<file path="src/rtl/sclg_pkg.sv">
package sclg_pkg;

    // Phase sequencer states
    typedef enum logic [1:0] {
        PH_IDLE = 2'd0,
        PH_LOW  = 2'd1,
        PH_WAIT = 2'd2,
        PH_HIGH = 2'd3
    } phase_e;

endpackage

</file>
<file path="src/rtl/sclg_prescale.sv">
// Reference tick generator: one tick every 2^psc clock cycles,
// realigned to zero whenever restart is asserted.
module sclg_prescale #(
    parameter int PSC_W = 3
) (
    input  logic             clk,
    input  logic             rst_n,
    input  logic [PSC_W-1:0] psc,
    input  logic             restart,
    output logic             tick
);
    localparam int DIV_W = (1 << PSC_W) - 1;

    logic [DIV_W-1:0] div_d, div_q;
    logic [DIV_W-1:0] mask;

    always_comb begin
        mask  = (DIV_W'(1) << psc) - DIV_W'(1);
        tick  = (div_q == mask);
        div_d = div_q + DIV_W'(1);
        if (restart || tick) begin
            div_d = '0;
        end
    end

    always_ff @(posedge clk or negedge rst_n) begin
        if (!rst_n) begin
            div_q <= '0;
        end else begin
            div_q <= div_d;
        end
    end

endmodule

</file>
<file path="src/rtl/sclg_line_filter.sv">
// SCL input conditioning: multi-flop synchroniser followed by a filter
// that only accepts a level seen on two consecutive cycles.
module sclg_line_filter #(
    parameter int SYNC_STAGES = 2
) (
    input  logic clk,
    input  logic rst_n,
    input  logic line_in,
    output logic line_out
);
    logic [SYNC_STAGES-1:0] sync_d, sync_q;
    logic                   hold_d, hold_q;
    logic                   filt_d, filt_q;

    generate
        if (SYNC_STAGES > 1) begin : g_chain
            assign sync_d = {sync_q[SYNC_STAGES-2:0], line_in};
        end else begin : g_single
            assign sync_d = line_in;
        end
    endgenerate

    always_comb begin
        hold_d = sync_q[SYNC_STAGES-1];
        filt_d = (sync_q[SYNC_STAGES-1] == hold_q) ? hold_q : filt_q;
    end

    always_ff @(posedge clk or negedge rst_n) begin
        if (!rst_n) begin
            sync_q <= '1;
            hold_q <= 1'b1;
            filt_q <= 1'b1;
        end else begin
            sync_q <= sync_d;
            hold_q <= hold_d;
            filt_q <= filt_d;
        end
    end

    assign line_out = filt_q;

endmodule

</file>
<file path="src/rtl/scl_period_gen.sv">
module scl_period_gen
    import sclg_pkg::*;
#(
    parameter int PSC_W       = 3,
    parameter int PER_W       = 5,
    parameter int OVH_UNDIV   = 4,
    parameter int OVH_DIV     = 3,
    parameter int SYNC_STAGES = 2
) (
    input  logic             clk,
    input  logic             rst_n,
    input  logic             enable,
    input  logic             soft_reset,
    input  logic             mode_wr,
    input  logic             mode_unlock,
    input  logic [PSC_W-1:0] mode_psc,
    input  logic [PER_W-1:0] high_period,
    input  logic [PER_W-1:0] low_period,
    input  logic             scl_in,
    output logic             scl_drive_low,
    output logic             strobe_low_begin,
    output logic             strobe_high_begin
);
    // One extra bit covers period plus overhead (overheads are small)
    localparam int CNT_W = PER_W + 1;

    typedef struct packed {
        phase_e           ph;
        logic [CNT_W-1:0] cnt;
        logic [PSC_W-1:0] psc;
        logic             drive;
        logic             lo_stb;
        logic             hi_stb;
    } gen_state_t;

    gen_state_t r_d, r_q;

    logic             tick;
    logic             restart;
    logic             line_hi;
    logic             run;
    logic [PER_W-1:0] hi_val, lo_val;
    logic [CNT_W-1:0] ovh, hi_len, lo_len;

    sclg_prescale #(.PSC_W(PSC_W)) u_presc (
        .clk    (clk),
        .rst_n  (rst_n),
        .psc    (r_q.psc),
        .restart(restart),
        .tick   (tick)
    );

    sclg_line_filter #(.SYNC_STAGES(SYNC_STAGES)) u_filt (
        .clk     (clk),
        .rst_n   (rst_n),
        .line_in (scl_in),
        .line_out(line_hi)
    );

    always_comb begin
        r_d        = r_q;
        r_d.lo_stb = 1'b0;
        r_d.hi_stb = 1'b0;
        restart    = 1'b0;
        run        = enable && !soft_reset;

        if (mode_wr && mode_unlock) begin
            r_d.psc = mode_psc;
        end

        ovh    = (r_q.psc == '0) ? CNT_W'(OVH_UNDIV) : CNT_W'(OVH_DIV);
        hi_val = (high_period == '0) ? PER_W'(1) : high_period;
        lo_val = (low_period  == '0) ? PER_W'(1) : low_period;
        hi_len = CNT_W'(hi_val) + ovh;
        lo_len = CNT_W'(lo_val) + ovh;

        unique case (r_q.ph)
            PH_IDLE: begin
                restart    = 1'b1;
                r_d.ph     = PH_LOW;
                r_d.cnt    = '0;
                r_d.lo_stb = 1'b1;
            end
            PH_LOW: begin
                if (tick) begin
                    if (r_q.cnt == lo_len - CNT_W'(1)) begin
                        r_d.ph  = PH_WAIT;
                        r_d.cnt = '0;
                        restart = 1'b1;
                    end else begin
                        r_d.cnt = r_q.cnt + CNT_W'(1);
                    end
                end
            end
            PH_WAIT: begin
                restart = 1'b1;
                if (line_hi) begin
                    r_d.ph     = PH_HIGH;
                    r_d.cnt    = '0;
                    r_d.hi_stb = 1'b1;
                end
            end
            PH_HIGH: begin
                if (tick) begin
                    if (r_q.cnt == hi_len - CNT_W'(1)) begin
                        r_d.ph     = PH_LOW;
                        r_d.cnt    = '0;
                        r_d.lo_stb = 1'b1;
                        restart    = 1'b1;
                    end else begin
                        r_d.cnt = r_q.cnt + CNT_W'(1);
                    end
                end
            end
            default: begin
                r_d.ph = PH_IDLE;
            end
        endcase

        if (!run) begin
            r_d.ph     = PH_IDLE;
            r_d.cnt    = '0;
            r_d.lo_stb = 1'b0;
            r_d.hi_stb = 1'b0;
            restart    = 1'b1;
        end

        r_d.drive = (r_d.ph == PH_LOW);
    end

    always_ff @(posedge clk or negedge rst_n) begin
        if (!rst_n) begin
            r_q <= '{ph: PH_IDLE, cnt: '0, psc: '0, drive: 1'b0,
                     lo_stb: 1'b0, hi_stb: 1'b0};
        end else begin
            r_q <= r_d;
        end
    end

    assign scl_drive_low     = r_q.drive;
    assign strobe_low_begin  = r_q.lo_stb;
    assign strobe_high_begin = r_q.hi_stb;

endmodule

</file>
<file path="config.mk">
export PLATFORM = sky130hd
export DESIGN_NAME = scl_period_gen
export DESIGN_NICKNAME = d
export VERILOG_FILES = /design/src/rtl/sclg_pkg.sv /design/src/rtl/sclg_prescale.sv /design/src/rtl/sclg_line_filter.sv /design/src/rtl/scl_period_gen.sv
export SDC_FILE = /design/constraint.sdc
export NUM_CORES = 1
export LEC_CHECK = 0
export ABC_AREA = 0
export ABC_CLOCK_PERIOD_IN_PS = 5200
export BUFFER_PORTS_ARGS = -buffer_cell sky130_fd_sc_hd__buf_2
export CAP_MARGIN = 20
export CORE_MARGIN = 2
export CORE_UTILIZATION = 64
export DETAILED_ROUTE_END_ITERATION = 7
export PLACE_DENSITY = 0.95
export REMOVE_ABC_BUFFERS = 1
export SLEW_MARGIN = 20
export SYNTH_ARGS = -nofsm -noshare
export SYNTH_HDL_FRONTEND = slang
export SYNTH_SLANG_ARGS = --single-unit
</file>
<file path="constraint.sdc">
create_clock -name clk -period 5.2 [get_ports clk]
set_input_delay 1.3 -clock clk [delete_from_list [all_inputs] [get_ports clk]]
set_output_delay 1.3 -clock clk [all_outputs]
set_load 0.005 [all_outputs]
</file>
After elaboration in Yosys (flattened, before gate mapping) --
Index checks and enable logic that the tools add are counted.
Operators by class: add/subtract/negate cells 7, eq/ne operators 11, shift operators 1, muxes and demuxes 23, reduce and logical (&&, ||, !) cells 10
Operator list (count):
- 8-bit 2-to-1 mux | 4
- 8-bit one-hot mux with 4 select lines | 1
- 5-bit by 3-bit adder with 6-bit output | 2
- 6-bit == test | 2
- 6-bit 2-to-1 mux | 2
- 6-bit by 1-bit subtractor with 6-bit output, second input constant | 2
- 5-bit logical NOT | 2
- 5-bit 2-to-1 mux | 2
- 7-bit by 1-bit adder with 7-bit output, second input constant | 1
- 7-bit == test | 1
- 1-bit 2-to-1 mux | 7
- 7-bit 2-to-1 mux | 1
- 1-bit by 3-bit << shifter with 7-bit output, first input constant | 1
- 7-bit by 2-bit subtractor with 7-bit output, second input constant | 1
- 6-bit by 1-bit adder with 6-bit output, second input constant | 1
- 2-bit 2-to-1 mux | 3
- 3-bit != test, second input constant | 2
- 2-bit by 1-bit == test with 1-bit output, second input constant | 2
- 2-bit == test, second input constant | 2
- 3-bit logical NOT | 1
- 3-bit 2-to-1 mux | 1
- 3-bit by 2-bit != test with 1-bit output, second input constant | 1
- 1-bit one-hot mux with 3 select lines | 1
- 3-bit AND reduction | 1
- other kinds (7) | 8
Storage, ports and cells: register bits after elaboration 25, input bits 20, output and inout bits 3, logic and storage cells 62

Logic depth before layout (Yosys ltp) --
Gate-level depths: netlist of the first run.
word-level depth 11, gate-level depth with buffers 15, mapped depth without buffers 14

Modules after synthesis --
From an unflattened synthesis of the first run, not the netlist that was laid out.
Unflattened totals: cell total of the unflattened synthesis 207, area, all modules 1949.4 µm²
By module, submodules not included:
- scl_period_gen | instances 1, cells each 154, area each 1361.3 µm², seq. area each 350.3 µm²
- sclg_prescale | instances 1, cells each 48, area each 471.7 µm², seq. area each 175.2 µm²
- sclg_line_filter | instances 1, cells each 5, area each 116.4 µm², seq. area each 105.1 µm²

Least setup slack after synthesis of the first run --
OpenSTA, ideal clock, no wires.
kind input to register, start point input low_period[4], end point register r_q[8] in the netlist's numbering, setup time 132 ps, arrival 3630 ps, required time 5068 ps, path slack 1438 ps, cell stages on the path 14, buffers on the path 0, cells stage by stage inv_1 a41oi_1 ha_1 inv_1 ha_1 inv_1 fa_1 xnor2_1 a211oi_1 o211ai_1 nor3_1 a2bb2oi_1 or2_4 o41ai_2
Between the ends: longest elaborated chain between the ends 9
Ends and longest elaborated chain:
- start: declaration | RTL line scl_period_gen.sv:18 | input logic [PER_W-1:0] low_period,
- 5-bit logical NOT | RTL line scl_period_gen.sv:73 | lo_val = (low_period == '0) ? PER_W'(1) : low_period;
- 5-bit 2-to-1 mux * | RTL line scl_period_gen.sv:73
- 5-bit by 3-bit adder with 6-bit output * | RTL line scl_period_gen.sv:75 | lo_len = CNT_W'(lo_val) + ovh;
- 6-bit by 1-bit subtractor with 6-bit output * | RTL line scl_period_gen.sv:86 | if (r_q.cnt == lo_len - CNT_W'(1)) begin
- 6-bit == test * | RTL line scl_period_gen.sv:86
- 6-bit 2-to-1 mux * | RTL line scl_period_gen.sv:86
- 8-bit 2-to-1 mux * | RTL line scl_period_gen.sv:85 | if (tick) begin
- 8-bit one-hot mux with 4 select lines * | RTL line scl_period_gen.sv:77 | unique case (r_q.ph)
- 8-bit 2-to-1 mux * | RTL line scl_period_gen.sv:120 | if (!run) begin
- end signal: assignment | RTL line scl_period_gen.sv:133 | r_q <= '{ph: PH_IDLE, cnt: '0, psc: '0, drive: 1'b0,
- end signal: assignment | RTL line scl_period_gen.sv:136 | r_q <= r_d;
- end: declaration | RTL line scl_period_gen.sv:36 | gen_state_t r_d, r_q;
Mark *: on every way between the ends. The rest lies on a longest branch, timed or not. The select of a mux whose other input is x is not followed. A chain may end at the register's enable or synchronous reset.

Final worst setup path of the first run --
start point register r_q[4] in the netlist's numbering, end point register r_q[10] in the netlist's numbering
Between the ends: longest elaborated chain between the ends 9, elaborated cells between the ends (all ways) 20, classes of those cells add/sub (5); eq/ne (5); shift (1); mux (7); reduce/logical (2)
Ends and longest elaborated chain:
- 3-bit logical NOT | RTL line scl_period_gen.sv:71 | ovh = (r_q.psc == '0) ? CNT_W'(OVH_UNDIV) : CNT_W'(OVH_DIV);
- 3-bit 2-to-1 mux | RTL line scl_period_gen.sv:71
- 5-bit by 3-bit adder with 6-bit output (on tied branches) | RTL line scl_period_gen.sv:74, scl_period_gen.sv:75
- 6-bit by 1-bit subtractor with 6-bit output (on tied branches) | RTL line scl_period_gen.sv:105, scl_period_gen.sv:86
- 6-bit == test (on tied branches) | RTL line scl_period_gen.sv:105, scl_period_gen.sv:86
- 6-bit 2-to-1 mux (on tied branches) | RTL line scl_period_gen.sv:105, scl_period_gen.sv:86
- 8-bit 2-to-1 mux (on tied branches) | RTL line scl_period_gen.sv:104, scl_period_gen.sv:85
- 8-bit one-hot mux with 4 select lines | RTL line scl_period_gen.sv:77
- 8-bit 2-to-1 mux | RTL line scl_period_gen.sv:120
Parallel ways exist; a longest one is shown, timed or not. The select of a mux whose other input is x is not followed.

==> metrics.yaml, run 1 <==
yosys:
  synth.yosys.seq_area_share: 0.298
  synthFlopType: "dfrtp_1"
  synth_cells: 224
  synth_area_um2: 2120
  yosysWarnings: 0
  postSynth.asyncResetShare: 1.00
  synth_edf_count: 0
  post_synth.cell_area_avg_um2: 9.46
  synth_cell_type_count: 54
  synth-seq-cells: 25
timing:
  rsz0062_at_grt: "false"
  hold_viol: 0
  max_slew_margin: 0.605
  period_needed_ns: 3.83
  fmax_mhz: 261
  max_slew.worst_pin.slew_ns: 0.590
  slew_violations: 0
  min_period_over_period: 0.736
  setup_viol: 0
  final.setup.tns_ns: 0
  finClkSkew_ns: 0.0129
clocking:
  cts_buffers: 3
  ctsHoldBuffers: 0
  cts_root_buf: "clkbuf_4"
  htreeDepth: 1
  cts_resized: 0
  clk_latency_ns: 0.33
  clk_pin_slew_ns: 0.15
  cts_buffer_depth: 2
  tritoncts: "done"
  cts_setup_buffers: 0
  clock_sinks: 25
place:
  io_buffers: 22
  dp.cells: 280
  dpl.hpwl_um: 3080
  gp_routability_congestion: 0.826
drt:
  first_iter_violations: 63
  routedWlPerCell_um: 13.7
  drc: 0
  final_antenna_net_count: 0
  routed_wirelength_um: 3900
  vias: 1601
  avgViaCountPerCell: 5.64
  drt_first_pass_iters: 4
floorplanning:
  io_pins: 23
  die_y_um: 61.5
  die-area_um2: 3790
  start_util: 0.683
  die_w_um: 61.5
  coreArea_um2: 3100
  row_count: 20
power:
  leakage_nw: 1.02
  cellPowerDensity_nw_per_um2: 206
  vdd_drop_max_uv: 114
final_layout:
  nFillCells: 236
  area_delta_synth_final_pct: 6.62
  layout-drive-gt1-share: 0.188
  insertedDiodeCount: 0
  layoutNonFillerInstCount: 284
  layout.nets: 285
worst_setup_path:
  rr_endpoint: "r_q[10]"
  regToRegSetupSlack_ns: 1.37
  cp-start-kind: "flop"
  cp_slowest_cell: "dfrtp_1"
  critical_path_buf_inv_count: 3
  reg2regPathDepth: 14
  critPathArrivalTime_ns: 4.05
  max_stage_delay_ns: 0.54
  cp_max_fo: 12
  crit_required_ns: 5.42
  end_kind: "flop"
  rr_startpoint: "r_q[4]"
  critical-path-top-delay-family: "simple AND/OR/NAND/NOR gates"
  crit_type: "reg -> reg"
  cp_cell_sequence: "or3_1 > inv_1 > ha_1 > inv_1 > ha_1 > inv_1 > fa_1 > xnor2_1 > a211oi_1 > o211ai_1 > nor3_1 > a2bb2oi_1 > or2_4 > o2bb2ai_1"
  crit_top_cell: "inv_1"
global_route:
  grt_pass1_vias: 1533
  grt_usage: 0.226
  grt_max_degree: 26
  grt_pass1_wl_um: 6500
  antenna_found_initial: 0
  overflow: 0
status:
  outcome: "finished clean"
min_path:
  hold_start: "u_filt.sync_q[0]"
  hold_path_class: "reg -> reg"
  min_to: "u_filt.sync_q[1]"
  whs_path_depth: 0
job:
  maxCapViolCount: 0
cells in the final DEF (no fill, tap or decap), drive strengths merged, types with 2 or more instances in the layout:
cell,Yosys,layout
a211oi,2,2
a21o,3,3
a21oi,8,8
a311oi,2,2
a41oi,2,2
and3,3,3
buf,6,22
clkbuf,4,3
dfrtp,21,21
dfstp,4,4
fa,2,2
ha,22,22
inv,26,27
mux2,3,3
nand2,12,12
nand2b,4,4
nand3,9,9
nand3b,4,4
nor2,17,17
nor2b,3,3
nor3,4,4
nor3b,3,3
nor4,4,4
o211ai,2,2
o21a,2,2
o21ai,5,5
o2bb2ai,2,2
or2,2,2
or3,2,2
xnor2,16,16
xor2,11,11
registers in the layout, summed over array words and instances, names as in the netlist:
register	count
u_presc.div_q	7
strobe_low_begin	1
u_filt.line_out	1
scl_drive_low	1
strobe_high_begin	1
r_q	11
u_filt.sync_q	2
u_filt.hold_q	1
power breakdown:
group	total, W	switching, W	leakage [nW]	internal, W
clock network	0.0000937	0.0000624	0.0183	0.0000313
registers	0.000217	0.0000144	0.326	0.000203
logic	0.000155	0.0000801	0.677	0.0000749
through the flow:
| step | worst slack (ns) | instance area [um^2] | util | hold WS, ns | power (W) |
|---|---|---|---|---|---|
| after detailed placement | 1.03 | 2230 | 0.718 | 0.349 | 0.000375 |
| after global placement | 1.15 | 2230 | 0.718 | 0.347 | 0.000367 |
| after CTS | 1.35 | 2260 | 0.728 | 0.370 | 0.000470 |
| after global routing | 1.10 | 2260 | 0.728 | 0.376 | 0.000499 |
| final | 1.37 | 2260 | 0.728 | 0.368 | 0.000466 |
| after floorplan | 1.43 | 2060 | - | 0.345 | 0.000337 |
routing by layer:
layer | track usage | part of all wire
met1 | 0.281 | 0.46
met2 | 0.415 | 0.50
met3 | 0.0210 | 0.028
met4 | 0.0638 | 0.016
met5 | 0 | 0
layout make-up:
class / count / area [um^2] / share of cell area
multi-input cells: 163 / 1330 / 0.591
flip-flops and latches: 25 / 631 / 0.279
well taps: 44 / 55.1 / 0.0244
inverters: 26 / 97.6 / 0.0432
repair buffers: 22 / 110 / 0.0488
clock inverters: 1 / 8.76 / 0.00388
clock buffers: 3 / 22.5 / 0.00997
cell usage after synthesis (3+ instances only):
library cell / count / area, um^2
nand2_1: 12 / 45.0
xor2_1: 11 / 96.3
nand2b_1: 4 / 25.0
buf_2: 3 / 15.0
nor3b_1: 3 / 22.5
nor3_1: 4 / 20.0
a21oi_1: 8 / 40.0
ha_1: 22 / 275
dfrtp_1: 21 / 526
nor2_1: 17 / 63.8
nand3b_1: 4 / 30.0
a21o_1: 3 / 22.5
inv_1: 26 / 97.6
dfstp_2: 4 / 105
xnor2_1: 16 / 140
nor4_1: 3 / 18.8
nand3_1: 9 / 45.0
nor2b_1: 3 / 18.8
mux2_2: 3 / 33.8
clkbuf_1: 4 / 15.0
worst max path at each step:
stage                        startpoint  slack (ns)  endpoint  cells past startpoint
final                            r_q[4]        1.37   r_q[10]                     14
after global placement    low_period[4]        1.15    r_q[8]                     15
after global routing             r_q[4]        1.10    r_q[7]                     14
after detailed placement  low_period[4]        1.03   r_q[10]                     15
after CTS                        r_q[4]        1.35   r_q[10]                     14
after floorplan           low_period[4]        1.43    r_q[8]                     14
worst register-to-register path, cell delays in order, from the launching register on:
cell and delay (ns):
dfrtp_1 0.54, or3_1 0.51, inv_1 0.16, ha_1 0.25, inv_1 0.06, ha_1 0.16, inv_1 0.05, fa_1 0.46
xnor2_1 0.14, a211oi_1 0.22, o211ai_1 0.12, nor3_1 0.37, a2bb2oi_1 0.37, or2_4 0.22, o2bb2ai_1 0.08
logic make-up (layout without fill, tap and decap cells):
kind of cell	count (synthesis)	count (layout)	share of synthesized area
flops	25	25	0.298
buf+inv	36	52	0.0726
mux	3	3	0.0159
xor+xnor	27	27	0.112
fa+ha+maj	25	25	0.154
compound gates	38	38	0.172
simple gates	70	70	0.177
No activity file was read; power rests on OpenSTA's default activity.
==> run 2: changes to the inputs <==
--- a/config.mk
+++ b/config.mk
@@ -6,13 +6,13 @@
 export NUM_CORES = 1
 export LEC_CHECK = 0
 export ABC_AREA = 0
-export ABC_CLOCK_PERIOD_IN_PS = 5200
+export ABC_CLOCK_PERIOD_IN_PS = 3700
 export BUFFER_PORTS_ARGS = -buffer_cell sky130_fd_sc_hd__buf_2
 export CAP_MARGIN = 20
 export CORE_MARGIN = 2
-export CORE_UTILIZATION = 64
+export CORE_UTILIZATION = 59
 export DETAILED_ROUTE_END_ITERATION = 7
-export PLACE_DENSITY = 0.95
+export PLACE_DENSITY = 0.9
 export REMOVE_ABC_BUFFERS = 1
 export SLEW_MARGIN = 20
 export SYNTH_ARGS = -nofsm -noshare
==> constraint.sdc (replaced) <==
create_clock -name clk -period 3.7 [get_ports clk]
set_input_delay 0.925 -clock clk [delete_from_list [all_inputs] [get_ports clk]]
set_output_delay 0.925 -clock clk [all_outputs]
set_load 0.005 [all_outputs]
==> run 2 against run 1 <==
Routed wire length shrank 3.4%. Worst hold slack lost 0.0035 ns. Global-route usage shrank 1.7 points. Via count is essentially flat. Setup slack lost 1.1 ns. Combinational power grew 55%. Register-to-register slack lost 1.1 ns. First-iteration DRC count shrank 16%. Highest routed layer unchanged. Cell count grew 2.1%. Critical path depth grew 1.
==> metrics.yaml, run 2 (synthesized netlist as in run 1, its figures left out) <==
status:
  outcome: "finished clean"
worst_setup_path:
  cp_num_cells: 15
  cp_cell_sequence: "or3_1 > inv_2 > ha_1 > inv_1 > ha_1 > inv_1 > fa_1 > nor2b_1 > a221oi_1 > xnor2_1 > nor3_2 > buf_4 > a311oi_1 > a2111oi_4 > a211oi_2"
  endpoint: "scl_drive_low"
  reg2regPathDepth: 15
  cp-start-kind: "flop"
  cp_slowest_cell: "or3_1"
  crit_required_ns: 3.96
  critical-path-top-delay-family: "adder cells"
  critical_path_buf_inv_count: 4
  end_kind: "flop"
  critPathArrivalTime_ns: 3.64
  regToRegSetupSlack_ns: 0.32
  rr_startpoint: "r_q[4]"
  cp_max_fo: 4
  cp-startpoint: "r_q[4]"
  crit_type: "reg -> reg"
  rr_endpoint: "scl_drive_low"
  max_stage_delay_ns: 0.47
final_layout:
  layout.nets: 289
  nFillCells: 266
  final_common_cell: "inv_1"
  post-route-util: 0.678
  area_delta_synth_final_pct: 8.51
  largest_reg_flops: 11
  multi_input_area_um2: 1350
  top_regs: "r_q: 11 flops, u_presc.div_q: 7 flops, u_filt.sync_q: 2 flops"
  insertedDiodeCount: 0
  regArea_um2: 631
  fin_area_um2: 2300
  layout-drive-gt1-share: 0.213
  regMostFlops: "r_q"
  final_cell_mix: "inv_1, ha_1, buf_2"
floorplanning:
  start_util: 0.625
  coreArea_um2: 3390
  die-area_um2: 4090
  die_w_um: 63.9
  io_pins: 23
  row_count: 21
  die_y_um: 63.9
min_path:
  hold_path_class: "reg -> reg"
power:
  swShare: 0.331
  seqPwrFrac: 0.445
  p_int_w: 0.000438
  leakage_nw: 1.04
  vdd_drop_max_uv: 240
  p_switching_w: 0.000216
  power_w: 0.000655
  p_clk_frac: 0.187
  cellPowerDensity_nw_per_um2: 285
  p_comb_frac: 0.367
place:
  dpl.hpwl_um: 3010
  io_buffers: 22
  dpl_cell_area_um2: 2250
  gp_routability_congestion: 0.782
  place_ws_ns: -0.147
timing:
  finClkSkew_ns: 0.0122
  hold_viol: 0
  max_slew.worst_pin.slew_ns: 0.551
  slew_violations: 0
  max_slew_margin: 0.633
  setup_slack_ns: 0.319
  rsz0062_at_grt: "false"
  min_period_over_period: 0.914
  setup_viol: 0
  fmax_mhz: 296
  period_needed_ns: 3.38
job:
  maxCapViolCount: 0
drt:
  avgViaCountPerCell: 5.52
  final_antenna_net_count: 0
  drc: 0
  routedWlPerCell_um: 13.0
  routed_wirelength_um: 3770
  first_iter_violations: 53
  vias: 1600
  drt_first_pass_iters: 4
global_route:
  grt_pass1_wl_um: 6870
  antenna_found_initial: 0
  grt_max_degree: 26
  grt_pass1_vias: 1606
  overflow: 0
  grt_usage: 0.210
clocking:
  htreeDepth: 1
  cts_buffer_depth: 2
  cts_root_buf: "clkbuf_4"
  clk_latency_ns: 0.33
  cts_buffers: 3
  clk_pin_slew_ns: 0.14
  ctsHoldBuffers: 0
  tritoncts: "done"
  clock_sinks: 25
run 2: stage by stage:
step                      setup TNS [ns]  hold WS [ns]  instances
after floorplan                        0         0.345        214
after global placement                 0         0.347        285
after detailed placement          -0.913         0.350        285
after CTS                              0         0.369        289
after global routing                   0         0.375        290
final                                  0         0.364        290
run 2: area by class of cell:
type | count | area share
tap | 46 | 0.0250
inverter | 26 | 0.0425
clock inverter | 1 | 0.00218
sequential | 25 | 0.274
multi-input combinational | 163 | 0.585
clock buffer | 3 | 0.00980
timing repair buffer | 26 | 0.0610
run 2: what timing repair did:
item | CTS | global route
gates resized for setup | 0 | 3
endpoints found under the setup margin | 0 | 9
buffers inserted | 0 | 1
run 2: worst min-delay path by stage:
stage,start,to,cells past startpoint
final,u_filt.sync_q[1],u_filt.hold_q,0
after CTS,u_filt.sync_q[0],u_filt.sync_q[1],0
after detailed placement,u_filt.sync_q[0],u_filt.sync_q[1],0
after global placement,u_filt.sync_q[0],u_filt.sync_q[1],0
after global routing,u_filt.sync_q[0],u_filt.sync_q[1],0
after floorplan,u_filt.sync_q[0],u_filt.sync_q[1],0
run 2: metal layers:
metal | vias to the layer above | GRT usage | wire length (um) | share of wire
met3 | 4 | 0.0211 | 115 | 0.031
met2 | 31 | 0.371 | 1890 | 0.50
met1 | 759 | 0.271 | 1720 | 0.46
met4 | 0 | 0.0571 | 43 | 0.011
met5 | - | 0 | 0 | 0
li1 | 806 | - | - | -
run 2: power by group through the flow:
stage	Sequential [W]	Combinational (W)	Clock [W]
after global routing	0.000293	0.000273	0.000140
final	0.000291	0.000241	0.000123
after CTS	0.000292	0.000240	0.000128
after global placement	0.000296	0.000229	0
after detailed placement	0.000297	0.000238	0
after floorplan	0.000305	0.000169	0
==> run 3: changes to the inputs <==
--- a/config.mk
+++ b/config.mk
@@ -5,13 +5,14 @@
 export SDC_FILE = /design/constraint.sdc
 export NUM_CORES = 1
 export LEC_CHECK = 0
-export ABC_AREA = 0
+export ABC_AREA = 1
 export ABC_CLOCK_PERIOD_IN_PS = 3700
 export BUFFER_PORTS_ARGS = -buffer_cell sky130_fd_sc_hd__buf_2
 export CAP_MARGIN = 20
 export CORE_MARGIN = 2
 export CORE_UTILIZATION = 59
 export DETAILED_ROUTE_END_ITERATION = 7
+export GPL_TIMING_DRIVEN = 0
 export PLACE_DENSITY = 0.9
 export REMOVE_ABC_BUFFERS = 1
 export SLEW_MARGIN = 20
==> run 3 against run 2 <==
Die area grew 3.9%. Critical path type is now in -> reg. Worst hold slack lost 0.0011 ns. Global-route usage grew 0.74 points. Clock power grew 37%. Sequential power grew 2%. Largest cell class unchanged. Core utilization shrank 1.7 points. Non-clock buffer count shrank 4. Clock-buffer cell count is the same. Sequential share of layout area shrank 1.2 points.
==> metrics.yaml, run 3 <==
status:
  outcome: "finished clean"
yosys:
  synth-seq-cells: 25
  synth_area_leaders: "dfrtp_1, nand2_1, ha_1, inv_1, nand3_1"
  synth_area_leader_cell: "dfrtp_1"
  postSynth.asyncResetShare: 1.00
  synth_cell_type_count: 32
  synth.yosys.seq_area_share: 0.286
  synth_cells: 316
  synth_top_area_share: 0.238
  synth.most_common_cell: "nand2_1"
  post_synth.cell_area_avg_um2: 6.98
  synth_common_cells: "nand2_1, inv_1, nand3_1"
  synth_edf_count: 0
  synthFlopType: "dfrtp_1"
  yosysWarnings: 0
  synth_area_um2: 2210
final_layout:
  largest_reg_flops: 11
  fin_area_um2: 2400
  final_cell_mix: "nand2_1, inv_1, nand3_1"
  layoutNonFillerInstCount: 386
  regMostFlops: "r_q"
  nFillCells: 333
  final_common_cell: "nand2_1"
  top_regs: "r_q: 11 flops, u_presc.div_q: 7 flops, u_filt.sync_q: 2 flops"
  regArea_um2: 631
  layout-drive-gt1-share: 0.148
  area_delta_synth_final_pct: 8.84
  insertedDiodeCount: 0
  post-route-util: 0.661
  multi_input_area_um2: 1300
  layout.nets: 383
drt:
  final_antenna_net_count: 0
  drc: 0
  vias: 1961
  first_iter_violations: 132
  routedWlPerCell_um: 10.7
  drt_first_pass_iters: 4
  routed_wirelength_um: 4130
  avgViaCountPerCell: 5.08
timing:
  slew_violations: 0
  rsz0062_at_grt: "false"
  min_period_over_period: 0.832
  setup_viol: 0
  hold_viol: 0
  max_slew.worst_pin.slew_ns: 0.543
  fmax_mhz: 325
  period_needed_ns: 3.08
  finClkSkew_ns: 0.00216
  final.setup.tns_ns: 0
  max_slew_margin: 0.638
power:
  vdd_drop_max_uv: 246
  p_clk_frac: 0.257
  p_comb_frac: 0.292
  p_switching_w: 0.000223
  swShare: 0.338
  power_w: 0.000658
  leakage_nw: 1.37
  p_int_w: 0.000436
  cellPowerDensity_nw_per_um2: 274
  seqPwrFrac: 0.451
clocking:
  clk_pin_slew_ns: 0.09
  htreeDepth: 1
  clock_sinks: 25
  ctsHoldBuffers: 0
  cts_buffers: 3
  clk_latency_ns: 0.27
  cts_resized: 0
  cts_root_buf: "clkbuf_8"
  tritoncts: "done"
  cts_buffer_depth: 2
  cts_setup_buffers: 0
min_path:
  hold_path_class: "reg -> reg"
floorplanning:
  die_y_um: 65.2
  die-area_um2: 4250
  start_util: 0.607
  coreArea_um2: 3630
  die_w_um: 65.2
  io_pins: 23
  row_count: 22
worst_setup_path:
  cp_max_fo: 5
  end_kind: "flop"
  crit_type: "in -> reg"
  cp-start-kind: "primary input"
  crit_required_ns: 3.87
  critPathArrivalTime_ns: 3.25
global_route:
  overflow: 0
  grt_usage: 0.217
  grt_pass1_vias: 1852
  grt_pass1_wl_um: 7330
  antenna_found_initial: 0
  grt_max_degree: 26
place:
  dpl_cell_area_um2: 2350
  gp_routability_congestion: 0.867
  dpl.hpwl_um: 3360
  io_buffers: 22
  dp.cells: 382
job:
  maxCapViolCount: 0
-- run 3: cell count changes in the layout (fill, tap and decap cells not counted), moves of 5 or more --
cell / change
nand2_1: +80
nand3_1: +21
nand2_2: +5
inv_1: +34
xnor2_1: -10
nor2_1: +6
-- run 3: through the flow --
stage	setup slack (ns)	hold WS [ns]
2_1_floorplan	0.706	0.345
3_3_place_gp	0.439	0.347
3_5_place_dp	0.328	0.347
4_1_cts	0.620	0.364
5_1_grt	0.378	0.369
6_report	0.620	0.363
-- run 3: kinds of logic after synthesis --
kind of cell / after synthesis / synth area share
fa+ha+maj: 25 / 0.147
compound gates: 17 / 0.0516
xor+xnor: 15 / 0.0595
flops: 25 / 0.286
simple gates: 165 / 0.332
buf+inv: 69 / 0.124
-- run 3: critical path: stages --
cell and delay (ns):
buf_2 0.09, inv_1 0.06, a41oi_1 0.24, ha_1 0.18, inv_1 0.04, ha_1 0.18
inv_1 0.07, fa_1 0.43, xnor2_1 0.14, nor2_1 0.11, nand2_1 0.08, o21ai_0 0.38
a21oi_4 0.14, nand3_1 0.11, nand2_1 0.06
-- run 3: routing by layer --
metal  track usage  vias to the layer above  routed length, um
li1              -                     1013                  -
met2         0.398                       47               2030
met1         0.273                      896               1900
met5             0                        -                  0
met3        0.0257                        5                160
met4        0.0469                        0                 37
-- run 3: area by class of cell --
cell class	count	share of cell area
clock buffers	3	0.0172
clock inverters	1	0.00313
inverters	65	0.104
multi-input cells	222	0.543
flip-flops and latches	25	0.263
well taps	48	0.0250
repair buffers	22	0.0458
-- run 3: worst paths after layout --
kind	startpoint	end	slack [ns]	depth (start not counted)
max in group asynchronous	rst_n	u_filt.hold_q	2.71	1
setup / recovery	high_period[4]	r_q[11]	0.62	15
hold reg to reg	u_filt.sync_q[0]	u_filt.sync_q[1]	0.36	0
setup reg to reg	r_q[5]	r_q[11]	0.64	18
min in group asynchronous	rst_n	u_presc.div_q[4]	0.62	1
hold / removal	u_filt.sync_q[0]	u_filt.sync_q[1]	0.36	0
-- run 3: power by group through the flow --
stage | Sequential (W) | Clock (W) | Combinational, W
2_1_floorplan | 0.000299 | 0 | 0.000145
3_3_place_gp | 0.000301 | 0 | 0.000184
3_5_place_dp | 0.000301 | 0 | 0.000192
4_1_cts | 0.000296 | 0.000170 | 0.000193
5_1_grt | 0.000298 | 0.000183 | 0.000223
6_report | 0.000297 | 0.000169 | 0.000192
